--- config.mk ---
export PLATFORM = sky130hd
export DESIGN_NAME = dqabc_xform
export DESIGN_NICKNAME = d
export VERILOG_FILES = /design/src/rtl/dqabc_pkg.sv /design/src/rtl/dqabc_rotate.sv /design/src/rtl/dqabc_project.sv /design/src/rtl/dqabc_clamp.sv /design/src/rtl/dqabc_xform.sv
export SDC_FILE = /design/constraint.sdc
export NUM_CORES = 2
export LEC_CHECK = 0
export BUFFER_PORTS_ARGS = -buffer_cell sky130_fd_sc_hd__buf_2
export CORE_ASPECT_RATIO = 0.7
export CORE_MARGIN = 3
export CORE_UTILIZATION = 54
export CTS_CLUSTER_DIAMETER = 120
export DETAILED_ROUTE_END_ITERATION = 6
export GPL_ROUTABILITY_DRIVEN = 0
export GPL_TIMING_DRIVEN = 0
export HOLD_SLACK_MARGIN = 0.12
export PLACE_DENSITY = 0.7
export SYNTH_ARGS = -nofsm -noshare
export SYNTH_HDL_FRONTEND = slang
export SYNTH_SLANG_ARGS = --single-unit
--- constraint.sdc ---
create_clock -name clk -period 24.5 [get_ports clk]
set_input_delay 0 -clock clk [delete_from_list [all_inputs] [get_ports clk]]
set_output_delay 0 -clock clk [all_outputs]
set_load 0.01 [all_outputs]
--- src/rtl/dqabc_pkg.sv ---
package dqabc_pkg;

    localparam int NPH = 3;

    // round half up then arithmetic shift right by f
    function automatic logic signed [63:0] rnd_shift(input logic signed [63:0] x, input int f);
        logic signed [63:0] half;
        half = 64'sd1 <<< (f - 1);
        return (x + half) >>> f;
    endfunction

    // saturate to a signed w-bit range, result still 64 bits wide
    function automatic logic signed [63:0] sat_to(input logic signed [63:0] x, input int w);
        logic signed [63:0] top;
        logic signed [63:0] bot;
        top = (64'sd1 <<< (w - 1)) - 64'sd1;
        bot = -(64'sd1 <<< (w - 1));
        if (x > top)
            return top;
        else if (x < bot)
            return bot;
        else
            return x;
    endfunction

endpackage

--- src/rtl/dqabc_rotate.sv ---
module dqabc_rotate
    import dqabc_pkg::*;
#(
    parameter int W = 16,
    parameter int F = 15
) (
    input  logic                clk,
    input  logic                rst,
    input  logic                v_i,
    input  logic signed [W-1:0] d_i,
    input  logic signed [W-1:0] q_i,
    input  logic signed [W-1:0] z_i,
    input  logic signed [W-1:0] sin_i,
    input  logic signed [W-1:0] cos_i,
    output logic                v_o,
    output logic signed [W-1:0] alpha_o,
    output logic signed [W-1:0] beta_o,
    output logic signed [W-1:0] zero_o
);

    logic signed [63:0] alpha_full;
    logic signed [63:0] beta_full;
    logic signed [W-1:0] alpha_n;
    logic signed [W-1:0] beta_n;

    always_comb begin
        alpha_full = 64'(d_i) * 64'(cos_i) - 64'(q_i) * 64'(sin_i);
        beta_full  = 64'(d_i) * 64'(sin_i) + 64'(q_i) * 64'(cos_i);
        alpha_n    = W'(sat_to(rnd_shift(alpha_full, F), W));
        beta_n     = W'(sat_to(rnd_shift(beta_full, F), W));
    end

    always_ff @(posedge clk) begin
        if (rst) begin
            v_o     <= 1'b0;
            alpha_o <= '0;
            beta_o  <= '0;
            zero_o  <= '0;
        end else begin
            v_o <= v_i;
            if (v_i) begin
                alpha_o <= alpha_n;
                beta_o  <= beta_n;
                zero_o  <= z_i;
            end
        end
    end

    // a zero rotating input leaves a zero stationary pair
    a_r11_zero_rot: assert property (@(posedge clk) disable iff (rst)
        (v_i && d_i == '0 && q_i == '0) |=> (v_o && alpha_o == '0 && beta_o == '0));

endmodule

--- src/rtl/dqabc_project.sv ---
module dqabc_project
    import dqabc_pkg::*;
#(
    parameter int W = 16,
    parameter int F = 15
) (
    input  logic                clk,
    input  logic                rst,
    input  logic                v_i,
    input  logic signed [W-1:0] alpha_i,
    input  logic signed [W-1:0] beta_i,
    input  logic signed [W-1:0] zero_i,
    output logic                v_o,
    output logic signed [W-1:0] ph_o [NPH]
);

    localparam longint ONE  = 64'sd1 <<< F;
    localparam longint HALF = 64'sd1 <<< (F - 1);
    localparam longint KSIN = longint'(0.8660254037844386 * real'(ONE));

    logic signed [W-1:0] ph_n [NPH];

    for (genvar g = 0; g < NPH; g++) begin : g_phase
        localparam longint CA = (g == 0) ? ONE : -HALF;
        localparam longint CB = (g == 0) ? 64'sd0 : ((g == 1) ? KSIN : -KSIN);
        logic signed [63:0] acc;
        always_comb begin
            acc     = CA * 64'(alpha_i) + CB * 64'(beta_i) + ONE * 64'(zero_i);
            ph_n[g] = W'(sat_to(rnd_shift(acc, F), W));
        end
    end

    always_ff @(posedge clk) begin
        if (rst) begin
            v_o <= 1'b0;
            for (int k = 0; k < NPH; k++) ph_o[k] <= '0;
        end else begin
            v_o <= v_i;
            if (v_i) begin
                for (int k = 0; k < NPH; k++) ph_o[k] <= ph_n[k];
            end
        end
    end

    // with no stationary pair, every phase carries the zero-sequence term
    a_r3_zero_only: assert property (@(posedge clk) disable iff (rst)
        (v_i && alpha_i == '0 && beta_i == '0) |=>
        (ph_o[0] == $past(zero_i) && ph_o[1] == $past(zero_i) && ph_o[2] == $past(zero_i)));

endmodule

--- src/rtl/dqabc_clamp.sv ---
module dqabc_clamp
    import dqabc_pkg::*;
#(
    parameter int W = 16
) (
    input  logic                clk,
    input  logic                rst,
    input  logic                v_i,
    input  logic signed [W-1:0] x_i [NPH],
    input  logic signed [W-1:0] lo_i,
    input  logic signed [W-1:0] hi_i,
    output logic                v_o,
    output logic signed [W-1:0] y_o [NPH]
);

    logic signed [W-1:0] y_n [NPH];

    for (genvar g = 0; g < NPH; g++) begin : g_lim
        always_comb begin
            if (lo_i > hi_i)
                y_n[g] = lo_i;
            else if (x_i[g] > hi_i)
                y_n[g] = hi_i;
            else if (x_i[g] < lo_i)
                y_n[g] = lo_i;
            else
                y_n[g] = x_i[g];
        end
    end

    always_ff @(posedge clk) begin
        if (rst) begin
            v_o <= 1'b0;
            for (int k = 0; k < NPH; k++) y_o[k] <= '0;
        end else begin
            v_o <= v_i;
            if (v_i) begin
                for (int k = 0; k < NPH; k++) y_o[k] <= y_n[k];
            end
        end
    end

    // ordered limits bound every phase
    a_r7_bounds: assert property (@(posedge clk) disable iff (rst)
        (v_i && lo_i <= hi_i) |=>
        (y_o[0] >= $past(lo_i) && y_o[0] <= $past(hi_i) &&
         y_o[1] >= $past(lo_i) && y_o[1] <= $past(hi_i) &&
         y_o[2] >= $past(lo_i) && y_o[2] <= $past(hi_i)));

    // inverted limits force the lower bound
    a_r8_inverted: assert property (@(posedge clk) disable iff (rst)
        (v_i && lo_i > hi_i) |=>
        (y_o[0] == $past(lo_i) && y_o[1] == $past(lo_i) && y_o[2] == $past(lo_i)));

endmodule

--- src/rtl/dqabc_xform.sv ---
module dqabc_xform
    import dqabc_pkg::*;
#(
    parameter int W = 16,
    parameter int F = 15
) (
    input  logic                clk,
    input  logic                rst,
    input  logic                in_valid,
    input  logic signed [W-1:0] d_in,
    input  logic signed [W-1:0] q_in,
    input  logic signed [W-1:0] z_in,
    input  logic signed [W-1:0] sin_in,
    input  logic signed [W-1:0] cos_in,
    input  logic signed [W-1:0] lim_hi,
    input  logic signed [W-1:0] lim_lo,
    output logic                out_valid,
    output logic signed [W-1:0] ph_a,
    output logic signed [W-1:0] ph_b,
    output logic signed [W-1:0] ph_c
);

    logic                v_rot;
    logic signed [W-1:0] alpha;
    logic signed [W-1:0] beta;
    logic signed [W-1:0] zero;
    logic                v_prj;
    logic signed [W-1:0] ph_raw [NPH];
    logic signed [W-1:0] ph_lim [NPH];

    dqabc_rotate #(.W(W), .F(F)) u_rotate (
        .clk     (clk),
        .rst     (rst),
        .v_i     (in_valid),
        .d_i     (d_in),
        .q_i     (q_in),
        .z_i     (z_in),
        .sin_i   (sin_in),
        .cos_i   (cos_in),
        .v_o     (v_rot),
        .alpha_o (alpha),
        .beta_o  (beta),
        .zero_o  (zero)
    );

    dqabc_project #(.W(W), .F(F)) u_project (
        .clk     (clk),
        .rst     (rst),
        .v_i     (v_rot),
        .alpha_i (alpha),
        .beta_i  (beta),
        .zero_i  (zero),
        .v_o     (v_prj),
        .ph_o    (ph_raw)
    );

    dqabc_clamp #(.W(W)) u_clamp (
        .clk  (clk),
        .rst  (rst),
        .v_i  (v_prj),
        .x_i  (ph_raw),
        .lo_i (lim_lo),
        .hi_i (lim_hi),
        .v_o  (out_valid),
        .y_o  (ph_lim)
    );

    assign ph_a = ph_lim[0];
    assign ph_b = ph_lim[1];
    assign ph_c = ph_lim[2];

    // cycles since reset, saturating, so the latency check never looks before reset
    logic [1:0] age;
    always_ff @(posedge clk) begin
        if (rst)
            age <= 2'd0;
        else if (age != 2'd3)
            age <= age + 2'd1;
    end

    // fixed three-cycle strobe latency
    a_r9_latency: assert property (@(posedge clk) disable iff (rst)
        (age == 2'd3) |-> (out_valid == $past(in_valid, 3)));

endmodule

==> results.json <==
{
  "clockRootBuffer": "clkbuf_16",
  "synthCells": 7886,
  "antenna_found_initial": 22,
  "hold_end": "u_rotate.beta_o[11]",
  "die_area_um2": 131000,
  "synth.distinct_cells": 81,
  "fp.coreArea_um2": 125000,
  "postCtsSetupBuffers": 0,
  "first_global_vias": 58400,
  "worstSetupStartpointType": "flop",
  "drtIter0Drc": 6857,
  "ant_nets": 0,
  "syn_nets": 10200,
  "crit_family": "compound AO/OA/AOI/OAI gates",
  "rsz0062_at_grt": "no",
  "worst_pin_slew_ns": 1.53,
  "portBuffers": 163,
  "ios": 164,
  "cpMaxStageDelayCell": "nand4_1",
  "arrival_ns": 13.50,
  "crit_path_end_kind": "flop",
  "ys.warnings.count": 0,
  "dr.pass1.iters": 7,
  "synth_flop_cell": "dfxtp_1",
  "slowest_delay_ns": 0.75,
  "cts_buffers": 17,
  "holdPathStages": 4,
  "cts.path.max_buffers": 2,
  "syn_area_um2": 68400,
  "yosys-top-cells-area": "fa_1 (38%), ha_1 (16%), inv_1 (9.3%), and2_1 (4.6%), dfxtp_1 (4.3%)",
  "h-tree-depth": 4,
  "clock.fmax_mhz": 75.7,
  "cts_tree": "yes",
  "finalInstanceArea_um2": 72700,
  "yosys.area.top_type": "fa_1",
  "grt_pass1_wl_um": 352000,
  "grt_max_degree": 45,
  "fin_tns_setup_ns": 0,
  "r2r-start": "u_rotate.beta_o[10]",
  "via_per_inst": 5.90,
  "avgSynthCellArea_um2": 8.68,
  "n_fill_cell": 11100,
  "area_delta_synth_final_pct": 6.24,
  "synth-async-reset-ratio_pct": 0,
  "dp_slack_ns": 11.55,
  "route.detailed.drc": 195,
  "critPathMaxFanout": 11,
  "yosysTopAreaCellShare_pct": 37.8,
  "rr_worst_depth": 40,
  "fin_crit_ns": 13.21,
  "overflow": 0,
  "setup_violations": 0,
  "report.final.slew_viol_count": 2,
  "r2r-end": "u_project.ph_o[17]",
  "outcome": "complete, but fails checks",
  "hold_path_class": "in -> reg",
  "drive_above_1_share_pct": 3.13,
  "fin_ws_ns": 11.29,
  "violations": "DRC, capacitance limit, slew limit",
  "path_clk_slew_ns": 0.07,
  "finalClockSkew_ns": 0.0187,
  "r2r_slack_ns": 11.29,
  "cp.required_ns": 24.80,
  "clk_latency_ns": 0.47,
  "critPathKind": "reg -> reg",
  "clock_sinks": 147,
  "vias": 57900,
  "grt_usage_pct": 35.2,
  "chipWidth_um": 432,
  "hold_viol_final": 0,
  "synth-edff-count": 0,
  "slew-limit-headroom_pct": -2.96,
  "start_util_pct": 54.8,
  "hp-start": "in_valid",
  "dieHeight_um": 304,
  "seq_area_frac_synth_pct": 4.30,
  "wl_um": 229000,
  "maxCapViolCount": 1,
  "routedWlPerCell_um": 23.3,
  "rows": 108,
  "placed_cell_area_um2": 71400,
  "ys_ff_latch": 147,
  "dp_hpwl_um": 194000,
  "crit_buf_inv": 7,
  "final_nets": 10400,
  "crit_path_frequent_cell": "o21ai_0",
  "finalCritPeriodShare_pct": 53.9
}
how the worst max path moves through the flow:
| stage | start | end | slack [ns] | cells after the start |
|---|---|---|---|---|
| floorplan | u_rotate.beta_o[15] | u_project.ph_o[22] | 12.54 | 34 |
| global route | u_rotate.beta_o[7] | u_project.ph_o[17] | 10.59 | 40 |
| detailed placement | u_rotate.beta_o[10] | u_project.ph_o[17] | 11.55 | 39 |
| global placement | u_rotate.beta_o[7] | u_project.ph_o[17] | 9.75 | 37 |
| finish | u_rotate.beta_o[10] | u_project.ph_o[17] | 11.29 | 40 |
| CTS | u_rotate.beta_o[10] | u_project.ph_o[17] | 11.50 | 39 |
final cells by class:
class                      count  area, um2  area share [%]
inverter                    1697       6370            8.76
tap                         1650       2060            2.84
clock inverter                15        166           0.229
timing repair buffer         235       1560            2.15
sequential                   147       2950            4.05
multi-input combinational   5724      58000            79.7
clock buffer                  17        425           0.585
antenna                       10       25.0          0.0344
buffer                       318       1200            1.65
kinds of logic after synthesis:
logic type                 synth area share (%)
AOI/OAI and AO/OA                          11.2
buffers and inverters                      11.1
DFF                                        4.30
and+or+nand+nor                            14.9
adders and majority gates                  53.8
muxes                                     0.709
xor gates and xnor gates                   4.11
cells in the mapped netlist, types with 29 or more instances:
cell type and number:
inv_1 1697, a211oi_1 60, nand2_1 677, nor2b_1 47, xor2_1 100, mux2i_1 44
nor3_1 75, and2_1 508, a21oi_1 296, o21a_1 57, fa_1 1292, ha_1 873
nor4_1 34, nand4_1 57, o211ai_1 30, o221ai_1 34, clkbuf_1 312, nand3_1 75
o21bai_1 36, a31oi_1 47, nand2b_1 83, a22oi_1 32, a21o_1 145, dfxtp_1 147
o21ai_0 157, nor2_1 376, and3_1 29, a311oi_1 31, xnor2_1 221
registers in the layout, summed over array words and instances (netlist names):
register / flops
u_clamp.v_o: 1
u_clamp.y_o: 48
u_project.ph_o: 48
u_project.v_o: 1
u_rotate.alpha_o: 16
u_rotate.beta_o: 16
u_rotate.v_o: 1
u_rotate.zero_o: 16
placed cells by master, fill, tap and decap left out, drive strengths merged, types with 30 or more instances in the layout:
cell	n
a21oi	296
nor4	35
nand2	677
a21o	145
dfxtp	147
nand2b	83
o21bai	36
mux2i	44
xor2	100
nor2	376
a311oi	31
a22oi	32
dlygate4sd3	66
nand3	75
xnor2	221
o21a	57
o211ai	30
and2	509
nand4	57
ha	873
a31oi	47
nor2b	47
fa	1292
a211oi	60
inv	1705
buf	175
nor3	75
o221ai	34
clkbuf	329
o21ai	162
through the flow:
step / std cells / hold slack (ns) / utilization (%)
3_5_place_dp: 9703 / 0.290 / 57.2
4_1_cts: 9801 / 0.172 / 58.2
6_report: 9813 / 0.173 / 58.2
3_3_place_gp: 9699 / 0.282 / 57.1
5_1_grt: 9805 / 0.207 / 58.2
2_1_floorplan: 7886 / 0.0832 / -
worst min-delay path: stages:
cell	delay [ns]
buf_2	0.14
nor2b_1	0.20
nand3_1	0.15
o32ai_1	0.10
repair_timing:
item | in CTS | in global routing
hold endpoints to repair | 67 | 0
resized for setup | 0 | 0
hold buffers | 66 | 0
per-layer routing:
layer	vias to the layer above	global-route usage [%]	share of wire [%]
met5	-	0.583	0.11
met4	20	9.87	3.6
met3	590	18.0	18
met2	3422	45.1	37
met1	28400	51.0	42
li1	25500	-	-
Power is left out: the tool's default activity adds up to more than one toggle a clock period on the data nets, which glitch-free logic cannot reach.
